<file path="src/rtl/rosc_pkg.sv">
package rosc_pkg;
  typedef enum logic [1:0] {
    ACT_SEED  = 2'd0,
    ACT_TRACK = 2'd1,
    ACT_HOLD  = 2'd2
  } trk_act_e;
endpackage

</file>
<file path="src/rtl/rosc_edge_counter.sv">
module rosc_edge_counter #(
  parameter int CNT_W = 16
) (
  input  logic             clk_i,
  input  logic             rst_ni,
  input  logic             osc_i,
  input  logic             close_i,
  output logic [CNT_W-1:0] result_o
);
  localparam logic [CNT_W-1:0] CNT_MAX = '1;

  logic             sync1_q, sync2_q, prev_q, rise;
  logic [CNT_W-1:0] cnt_q;

  assign rise     = sync2_q & ~prev_q;
  assign result_o = (cnt_q == CNT_MAX) ? CNT_MAX : cnt_q + CNT_W'(rise);

  always_ff @(posedge clk_i or negedge rst_ni) begin
    if (!rst_ni) begin
      sync1_q <= 1'b0;
      sync2_q <= 1'b0;
      prev_q  <= 1'b0;
      cnt_q   <= '0;
    end else begin
      sync1_q <= osc_i;
      sync2_q <= sync1_q;
      prev_q  <= sync2_q;
      cnt_q   <= close_i ? '0 : result_o;
    end
  end
endmodule

</file>
<file path="src/rtl/rosc_gate_timer.sv">
module rosc_gate_timer #(
  parameter int GATE_TICKS = 8192
) (
  input  logic clk_i,
  input  logic rst_ni,
  input  logic tick_i,
  output logic close_o
);
  localparam int TICK_W = $clog2(GATE_TICKS);
  localparam logic [TICK_W-1:0] LAST = TICK_W'(GATE_TICKS - 1);

  logic [TICK_W-1:0] tick_q;

  assign close_o = tick_i && (tick_q == LAST);

  always_ff @(posedge clk_i or negedge rst_ni) begin
    if (!rst_ni)      tick_q <= '0;
    else if (close_o) tick_q <= '0;
    else if (tick_i)  tick_q <= tick_q + 1'b1;
  end
endmodule

</file>
<file path="src/rtl/rosc_scan_sel.sv">
module rosc_scan_sel #(
  parameter int N_ELEM = 4,
  localparam int IDX_W = $clog2(N_ELEM)
) (
  input  logic              clk_i,
  input  logic              rst_ni,
  input  logic              close_i,
  output logic [IDX_W-1:0]  idx_o,
  output logic [N_ELEM-1:0] sel_o
);
  localparam logic [IDX_W-1:0] IDX_LAST = IDX_W'(N_ELEM - 1);

  always_ff @(posedge clk_i or negedge rst_ni) begin
    if (!rst_ni)      idx_o <= '0;
    else if (close_i) idx_o <= (idx_o == IDX_LAST) ? '0 : idx_o + 1'b1;
  end

  for (genvar g = 0; g < N_ELEM; g++) begin : g_sel
    assign sel_o[g] = (idx_o == IDX_W'(g));
  end
endmodule

</file>
<file path="src/rtl/rosc_baseline_tracker.sv">
module rosc_baseline_tracker
  import rosc_pkg::*;
#(
  parameter int N_ELEM = 4,
  parameter int CNT_W  = 16,
  parameter int THRESH = 150,
  parameter int SHIFT  = 4,
  localparam int IDX_W = $clog2(N_ELEM)
) (
  input  logic                    clk_i,
  input  logic                    rst_ni,
  input  logic                    close_i,
  input  logic [IDX_W-1:0]        idx_i,
  input  logic [CNT_W-1:0]        sample_i,
  output logic                    done_o,
  output logic [IDX_W-1:0]        done_idx_o,
  output logic [CNT_W-1:0]        count_o,
  output logic signed [CNT_W:0]   delta_o,
  output logic [N_ELEM-1:0]       touch_o
);
  localparam logic signed [CNT_W:0] THR = (CNT_W+1)'(THRESH);

  logic [CNT_W-1:0]        base_q [N_ELEM];
  logic [N_ELEM-1:0]       seeded_q;
  logic [CNT_W-1:0]        cur_base;
  logic signed [CNT_W:0]   diff, rise_diff, step, base_sum;
  logic [CNT_W-1:0]        base_next;
  trk_act_e                act;

  assign cur_base  = base_q[idx_i];
  assign diff      = $signed({1'b0, cur_base}) - $signed({1'b0, sample_i});
  assign rise_diff = $signed({1'b0, sample_i}) - $signed({1'b0, cur_base});
  assign step      = rise_diff >>> SHIFT;
  assign base_sum  = $signed({1'b0, cur_base}) + step;
  assign base_next = base_sum[CNT_W-1:0];

  always_comb begin
    if (!seeded_q[idx_i])  act = ACT_SEED;
    else if (diff > THR)   act = ACT_HOLD;
    else                   act = ACT_TRACK;
  end

  for (genvar g = 0; g < N_ELEM; g++) begin : g_elem
    logic hit;
    assign hit = close_i && (idx_i == IDX_W'(g));

    always_ff @(posedge clk_i or negedge rst_ni) begin
      if (!rst_ni) begin
        base_q[g]   <= '0;
        seeded_q[g] <= 1'b0;
        touch_o[g]  <= 1'b0;
      end else if (hit) begin
        seeded_q[g] <= 1'b1;
        touch_o[g]  <= (act == ACT_HOLD);
        case (act)
          ACT_SEED:  base_q[g] <= sample_i;
          ACT_TRACK: base_q[g] <= base_next;
          default:   base_q[g] <= base_q[g];
        endcase
      end
    end
  end

  always_ff @(posedge clk_i or negedge rst_ni) begin
    if (!rst_ni) begin
      done_o     <= 1'b0;
      done_idx_o <= '0;
      count_o    <= '0;
      delta_o    <= '0;
    end else begin
      done_o <= close_i;
      if (close_i) begin
        done_idx_o <= idx_i;
        count_o    <= sample_i;
        delta_o    <= (act == ACT_SEED) ? '0 : diff;
      end
    end
  end
endmodule

</file>
<file path="src/rtl/rosc_touch_scanner.sv">
module rosc_touch_scanner #(
  parameter int N_ELEM     = 4,
  parameter int CNT_W      = 16,
  parameter int GATE_TICKS = 8192,
  parameter int THRESH     = 150,
  parameter int SHIFT      = 4,
  localparam int IDX_W     = $clog2(N_ELEM)
) (
  input  logic                  clk_i,
  input  logic                  rst_ni,
  input  logic                  ref_tick_i,
  input  logic                  osc_i,
  output logic [N_ELEM-1:0]     sel_o,
  output logic                  done_o,
  output logic [IDX_W-1:0]      done_idx_o,
  output logic [CNT_W-1:0]      count_o,
  output logic signed [CNT_W:0] delta_o,
  output logic [N_ELEM-1:0]     touch_o
);
  logic             close;
  logic [IDX_W-1:0] idx;
  logic [CNT_W-1:0] sample;

  rosc_gate_timer #(.GATE_TICKS(GATE_TICKS)) u_gate (
    .clk_i(clk_i), .rst_ni(rst_ni), .tick_i(ref_tick_i), .close_o(close)
  );

  rosc_edge_counter #(.CNT_W(CNT_W)) u_edges (
    .clk_i(clk_i), .rst_ni(rst_ni), .osc_i(osc_i), .close_i(close),
    .result_o(sample)
  );

  rosc_scan_sel #(.N_ELEM(N_ELEM)) u_scan (
    .clk_i(clk_i), .rst_ni(rst_ni), .close_i(close), .idx_o(idx), .sel_o(sel_o)
  );

  rosc_baseline_tracker #(
    .N_ELEM(N_ELEM), .CNT_W(CNT_W), .THRESH(THRESH), .SHIFT(SHIFT)
  ) u_track (
    .clk_i(clk_i), .rst_ni(rst_ni), .close_i(close), .idx_i(idx),
    .sample_i(sample), .done_o(done_o), .done_idx_o(done_idx_o),
    .count_o(count_o), .delta_o(delta_o), .touch_o(touch_o)
  );
endmodule

</file>
<file path="config.mk">
export PLATFORM = sky130hd
export DESIGN_NAME = rosc_touch_scanner
export DESIGN_NICKNAME = d
export VERILOG_FILES = /design/src/rtl/rosc_pkg.sv /design/src/rtl/rosc_edge_counter.sv /design/src/rtl/rosc_gate_timer.sv /design/src/rtl/rosc_scan_sel.sv /design/src/rtl/rosc_baseline_tracker.sv /design/src/rtl/rosc_touch_scanner.sv
export SDC_FILE = /design/constraint.sdc
export NUM_CORES = 1
export LEC_CHECK = 0
export BUFFER_PORTS_ARGS = -buffer_cell sky130_fd_sc_hd__buf_2
export CAP_MARGIN = 25
export CORE_MARGIN = 10
export CORE_UTILIZATION = 55
export DETAILED_ROUTE_END_ITERATION = 6
export PLACE_DENSITY = 0.73
export SLEW_MARGIN = 25
export SYNTH_ARGS = -nofsm -noshare
export SYNTH_HDL_FRONTEND = slang
export SYNTH_SLANG_ARGS = --single-unit
</file>
<file path="constraint.sdc">
create_clock -name clk_i -period 8.8 [get_ports clk_i]
set_input_delay 1.76 -clock clk_i [delete_from_list [all_inputs] [get_ports clk_i]]
set_output_delay 1.76 -clock clk_i [all_outputs]
set_load 0.02 [all_outputs]
</file>
# After elaboration in Yosys (flattened, before gate mapping)
# Cells that the tools add are included.
[word_totals]
reg_bits = 142
inputBits = 4
out_inout_bits = 44
word_cells = 68
[op_classes]
n_addsub = 6
n_lt_le_gt_ge = 3
n_eq_ne = 7
muxes = 14
n_bitwise = 3
reduce_logical = 13
[ops]
columns = ["operator", "n"]
rows = [
  ["16-bit two-way mux", 4],
  ["16-bit by 16-bit subtractor with 17-bit output", 2],
  ["16-bit binary-select mux with 2-bit select", 1],
  ["16-bit case mux with 2 select lines", 1],
  ["13-bit two-way mux", 2],
  ["17-bit by 9-bit greater-than comparator with 1-bit output, second input constant", 1],
  ["17-bit two-way mux", 1],
  ["16-bit by 1-bit adder with 16-bit output", 1],
  ["16-bit by 13-bit adder with 16-bit output", 1],
  ["16-bit == test, second input constant", 1],
  ["13-bit by 1-bit adder with 13-bit output, second input constant", 1],
  ["13-bit == test, second input constant", 1],
  ["2-bit AND reduction", 4],
  ["2-bit == test, second input constant", 3],
  ["2-bit two-way mux", 3],
  ["1-bit logical AND", 5],
  ["2-bit by 1-bit == test with 1-bit output, second input constant", 2],
  ["2-bit zero test", 2],
  ["2-bit nonzero test", 2],
  ["3-bit greater-or-equal comparator, second input constant", 1],
  ["2-bit by 3-bit less-than comparator with 1-bit output, second input constant", 1],
  ["2-bit inverter with 3-bit output", 1],
  ["2-bit by 1-bit adder with 2-bit output, second input constant", 1],
  ["1-bit binary-select mux with 2-bit select", 1],
  ["other kinds (3)", 3],
]

# Depth between registers and ports, before layout
[logic_depth]
depth_word = 11
ltp_mapped = 27
depth_no_buf = 27

# Hierarchy
# Synthesis repeated with hierarchy kept, for this count alone.
[unflattened]
cells_unflattened = 911
hier_area_um2 = 8921.1
[modules_own_cells]
columns = ["mod", "n_inst", "cells_each", "area_each_um2", "seq_area_each_um2"]
rows = [
  ["rosc_baseline_tracker", 1, 737, 7159.4, 2702.6],
  ["rosc_edge_counter", 1, 102, 1009.7, 475.5],
  ["rosc_gate_timer", 1, 60, 621.8, 325.3],
  ["rosc_scan_sel", 1, 12, 130.1, 50.0],
]

# Worst setup path after synthesis
# Ideal clock, no wire load.
[synth_path]
kind = "register to register"
start = "register u_scan.idx_o[0]"
end = "register u_track.base_q[15] in the netlist's numbering"
setup_ns = 0.125
arrival_time_ns = 5.608
t_required_ns = 8.675
path_slack_ns = 3.067
path_stages_with_launch = 24
path_buffers = 3
period_less_slack_ns = 5.733
cell_sequence = "dfrtp_1 -> buf_2 -> buf_1 -> mux4_2 -> ha_1 -> buf_6 -> a21o_1 -> o41ai_1 -> nor2b_1 -> o21a_1 -> nor2_1 -> nor2b_1 -> nor2_1 -> xnor2_1 -> ha_1 -> a21oi_1 -> o22ai_1 -> or3_1 -> a31oi_1 -> a21oi_1 -> o22ai_1 -> xnor2_1 -> mux2i_1 -> mux2_2"
[synth_via]
elab_chain_cells = 11
elab_cells_between_ends = 19
cone_classes = "add/sub (3); order compare (1); eq/ne (2); mux (8); bitwise (1); reduce/logical (4)"
[synth_rtl]
columns = ["item", "line_no", "source"]
rows = [
  ["start: declaration", "rosc_scan_sel.sv:8", "output logic [IDX_W-1:0] idx_o,"],
  ["start signal: assignment", "rosc_scan_sel.sv:15", "else if (close_i) idx_o <= (idx_o == IDX_LAST) ? '0 : idx_o + 1'b1;"],
  ["2-bit inverter with 3-bit output (not written as such)", "rosc_baseline_tracker.sv:30", "assign cur_base = base_q[idx_i];"],
  ["16-bit binary-select mux with 2-bit select", "rosc_baseline_tracker.sv:30", ""],
  ["16-bit two-way mux (not written as such) (2 in a row)", "rosc_baseline_tracker.sv:30", ""],
  ["16-bit by 16-bit subtractor with 17-bit output", "rosc_baseline_tracker.sv:31", "assign diff = $signed({1'b0, cur_base}) - $signed({1'b0, sample_i});"],
  ["17-bit by 9-bit greater-than comparator with 1-bit output", "rosc_baseline_tracker.sv:39", "else if (diff > THR) act = ACT_HOLD;"],
  ["2-bit two-way mux", "rosc_baseline_tracker.sv:39", ""],
  ["2-bit two-way mux", "rosc_baseline_tracker.sv:38", "if (!seeded_q[idx_i]) act = ACT_SEED;"],
  ["2-bit by 1-bit == test with 1-bit output / 2-bit zero test (equally long branches)", "rosc_baseline_tracker.sv:55", "case (act)"],
  ["2-bit nonzero test (no source line)", "--", ""],
  ["2-bit AND reduction (no source line)", "--", ""],
  ["end signal: indexed assignment", "rosc_baseline_tracker.sv:56", "ACT_SEED: base_q[g] <= sample_i;"],
  ["end signal: indexed assignment", "rosc_baseline_tracker.sv:57", "ACT_TRACK: base_q[g] <= base_next;"],
  ["end signal: indexed assignment", "rosc_baseline_tracker.sv:58", "default: base_q[g] <= base_q[g];"],
  ["end: declaration", "rosc_baseline_tracker.sv:23", "logic [CNT_W-1:0] base_q [N_ELEM];"],
]
# Parallel ways exist; a longest one is shown, timed or not. The select of a mux whose other input is x is not followed.
# A chain may end at the register's enable or synchronous reset.

# Worst setup path in the final report
[layout_path]
start = "register u_edges.cnt_q[5]"
end = "register u_track.base_q[63] in the netlist's numbering"
[layout_via]
elab_chain_cells = 9
elab_cells_between_ends = 14
cone_classes = "add/sub (4); order compare (1); eq/ne (2); mux (4); reduce/logical (3)"
[layout_rtl]
columns = ["item", "line_no", "source"]
rows = [
  ["start: declaration", "rosc_edge_counter.sv:13", "logic [CNT_W-1:0] cnt_q;"],
  ["start signal: assignment", "rosc_edge_counter.sv:28", "cnt_q <= close_i ? '0 : result_o;"],
  ["16-bit by 1-bit adder with 16-bit output / 16-bit == test (equally long branches)", "rosc_edge_counter.sv:16", "assign result_o = (cnt_q == CNT_MAX) ? CNT_MAX : cnt_q + CNT_W'(rise);"],
  ["16-bit two-way mux *", "rosc_edge_counter.sv:16", ""],
  ["16-bit by 16-bit subtractor with 17-bit output", "rosc_baseline_tracker.sv:31", ""],
  ["17-bit by 9-bit greater-than comparator with 1-bit output", "rosc_baseline_tracker.sv:39", ""],
  ["2-bit two-way mux", "rosc_baseline_tracker.sv:39", ""],
  ["2-bit two-way mux", "rosc_baseline_tracker.sv:38", ""],
  ["2-bit by 1-bit == test with 1-bit output / 2-bit zero test (equally long branches)", "rosc_baseline_tracker.sv:55", ""],
  ["2-bit nonzero test (no source line)", "--", ""],
  ["2-bit AND reduction (no source line)", "--", ""],
]
# Every way passes the cells marked *; elsewhere a longest branch is shown, timed or not.

==> flow_summary.toml <==
[route]
avgRoutedWirePerCell_um = 18.7
routed.top_layer = "met4"
drc = 0
dr.pass1.iters = 5
wl_met1_um = 9220
wl_met3_um = 871
drtIter0Drc = 425
vias_per_cell = 5.86
ant_nets = 0
vias = 6268
wl_met2_um = 9600
wirelength_um = 20000

[cts]
h-tree-depth = 4
cts-root-buf = "clkbuf_16"
cts_buffers = 17
clk_latency_ps = 430
clockBufferDepth = 2
cts_tree = "built"
hold_buffers = 0
cts_resized = 0
clk_pin_slew_ps = 60
clock-sinks = 142
postCtsSetupBuffers = 0

[worst_setup_path]
cp.arrival_ps = 6750
reg2reg_from = "u_edges.cnt_q[5]"
cp_max_fo = 10
critPathKind = "reg -> reg"
cp_common_cell = "nor2_1"
required_ps = 9110
start_kind = "flip-flop"
ff2ff_setup_slack_ps = 2360
startpoint = "u_edges.cnt_q[5]"
cp_cell_sequence = "and3_1 > nand3_1 > nor3_1 > buf_4 > nor2_1 > ha_1 > a21o_1 > o41ai_1 > nor2b_1 > o21a_1 > nor2_1 > nor2b_1 > nor2_1 > xnor2_1 > ha_1 > a21oi_1 > o22ai_1 > or3_1 > a31oi_1 > a21oi_1 > o22ai_1 > xnor2_1 > mux2i_1 > mux2_2"
critPathMaxStageDelay_ps = 670
cpMaxStageDelayCell = "o41ai_1"
cp-end-kind = "flip-flop"

[synthesis]
avgSynthCellArea_um2 = 10.7
yosys.area_share.adder = 0.0826
synth_edf_count = 0
ys_warn_count = 0
synth_top_family_by_area = "multiplexers"
synth_cells = 809
synthMuxAreaShare = 0.172
synth_cell_types = 65
async_reset_ff_frac = 1.00
yosys.area.top_type_share = 0.410
synth_top_area_cell = "dfrtp_1"
ys_seq_area_frac = 0.410
synth_compound_area_frac = 0.119
synth_ff_type = "dfrtp_1"
synthSimpleGateAreaFrac = 0.119
synthXorXnorAreaFrac = 0.0556
netlist_area_um2 = 8660
synthesis.nets = 869
synth.area.top_cells = "dfrtp_1, ha_1, mux2_4"
ys_ff_latch = 142

[global_route]
antenna_found_initial = 0
grt_overflow = 0
grt_pass1_wl_um = 33500
grt_pass1_vias = 6497
grt_max_degree = 80
grtUsageTotal = 0.191

[layout]
mostFrequentLayoutCells = "dfrtp_1, nand2_1, nor2_1"
mostFrequentLayoutCell = "dfrtp_1"
multiInputGateArea_um2 = 4750
fin_area_um2 = 9660
drive_gt1_frac = 0.226
layout.nets = 906
seq_area_um2 = 3550
antennaDiodeCount = 0
fillers = 1213
syn2layout_area_growth_pct = 11.6

[sta]
layout_min_cycle_time_ps = 6440
setup_viol = 0
slew_headroom = 0.304
maxSlewViolCount = 0
worst-slew-pin-transition_ps = 1040
period_share = 0.732
finalHoldViolCount = 0
timing.fmax_mhz = 155
rsz0062_at_grt = "no"
fin_tns_setup_ps = 0
skew_ps = 9.56

[floorplanning]
coreArea_um2 = 15300
fp-row-count = 45
ios = 48
die-area_um2 = 21200
die_y_um = 145
die_w_um = 145
start_util = 0.565

[worst_hold_path]
hp-start = "u_edges.sync1_q"
hp-class = "reg -> reg"

[placed_design]
hpwl_um = 14500
placed_cell_area_um2 = 9030
numPortBuffers = 47
gp_congestion = 0.891

[power]
powerDensity_nw_per_um2 = 153
vdd_drop_max_uv = 131
p_leak_nw = 4.51

[status]
status = "finished, final reports clean"

[flow_run]
max_cap_violations = 0
==> logic make-up (layout without fill, tap and decap cells) <==
family | count (synthesis) | count (layout)
xor gates and xnor gates | 55 | 55
and+or+nand+nor | 217 | 217
buffers and inverters | 81 | 131
DFF | 142 | 142
adders and majority gates | 56 | 56
muxes | 105 | 105
AOI/OAI and AO/OA | 153 | 153
==> critical path: cells and delay by family, from the launching register on <==
kind                       cells  cell delay [ps]
AOI/OAI and AO/OA              8             2110
and+or+nand+nor                9             1990
adders and majority gates      2              780
muxes                          2              460
DFF                            1              390
buffers and inverters          1              300
xor gates and xnor gates       2              280
==> final cells by class <==
type / count / area share
clock buffers: 19 / 0.0469
clock inverters: 13 / 0.0168
inverters: 46 / 0.0179
multi-input cells: 586 / 0.492
flip-flops and latches: 142 / 0.368
well taps: 211 / 0.0273
repair buffers: 53 / 0.0312
==> synth_stat cells (4+ instances only) <==
cell type	n
or2_2	6
mux2i_1	18
nand4_1	6
a31oi_1	4
nor2b_1	5
nand2_1	69
o31ai_1	7
mux2_2	31
buf_4	7
nor3_1	6
xnor2_1	35
nor2_1	61
inv_1	46
nand3_1	21
or3_1	10
clkbuf_1	18
buf_2	5
dfrtp_1	142
a32o_1	5
a21oi_1	31
o22ai_1	4
o21ai_0	49
and2_1	4
ha_1	54
mux4_2	16
nand2b_1	8
o21a_1	6
a21o_1	10
mux2_4	40
a211oi_1	5
xor2_1	20
and3_1	9
==> where the power goes <==
group / leakage (nW) / switching (mW) / total (mW) / internal [mW]
clock network: 0.296 / 0.285 / 0.747 / 0.461
logic: 2.34 / 0.0283 / 0.0471 / 0.0188
registers: 1.87 / 0.0147 / 0.682 / 0.668
==> registers in the layout, summed over array words and instances (netlist names) <==
name / flops
u_scan.idx_o: 2
u_track.done_o: 1
u_edges.sync1_q: 1
u_gate.tick_q: 13
u_track.count_o: 16
u_track.done_idx_o: 2
u_track.base_q: 64
u_track.touch_o: 4
u_edges.prev_q: 1
u_edges.cnt_q: 16
u_edges.sync2_q: 1
u_track.delta_o: 17
u_track.seeded_q: 4
==> metal layers <==
layer  global-route usage  up-vias
li1                     -     2934
met1                0.252     3142
met2                0.307      168
met3               0.0376       24
met4               0.0647        0
met5                    0        -
==> metrics by stage <==
stage | setup slack (ps) | hold WS [ps] | total power, mW | utilization | instances
after global routing | 1980 | 376 | 1.53 | 0.631 | 1070
final | 2360 | 358 | 1.48 | 0.631 | 1070
after detailed placement | 2420 | 343 | 0.742 | 0.589 | 1037
after floorplan | 3070 | 331 | 0.719 | - | 809
after CTS | 2420 | 366 | 1.48 | 0.630 | 1069
after global placement | 2750 | 346 | 0.738 | 0.589 | 1036
==> worst paths after layout <==
path                                       to  cells past startpoint
min in group asynchronous    u_gate.tick_q[4]                      1
setup / recovery           u_track.base_q[63]                     24
setup reg to reg           u_track.base_q[63]                     24
hold / removal                u_edges.sync2_q                      0
hold reg to reg               u_edges.sync2_q                      0
max in group asynchronous  u_track.base_q[27]                      2
Power figures use the tool's default switching activity.
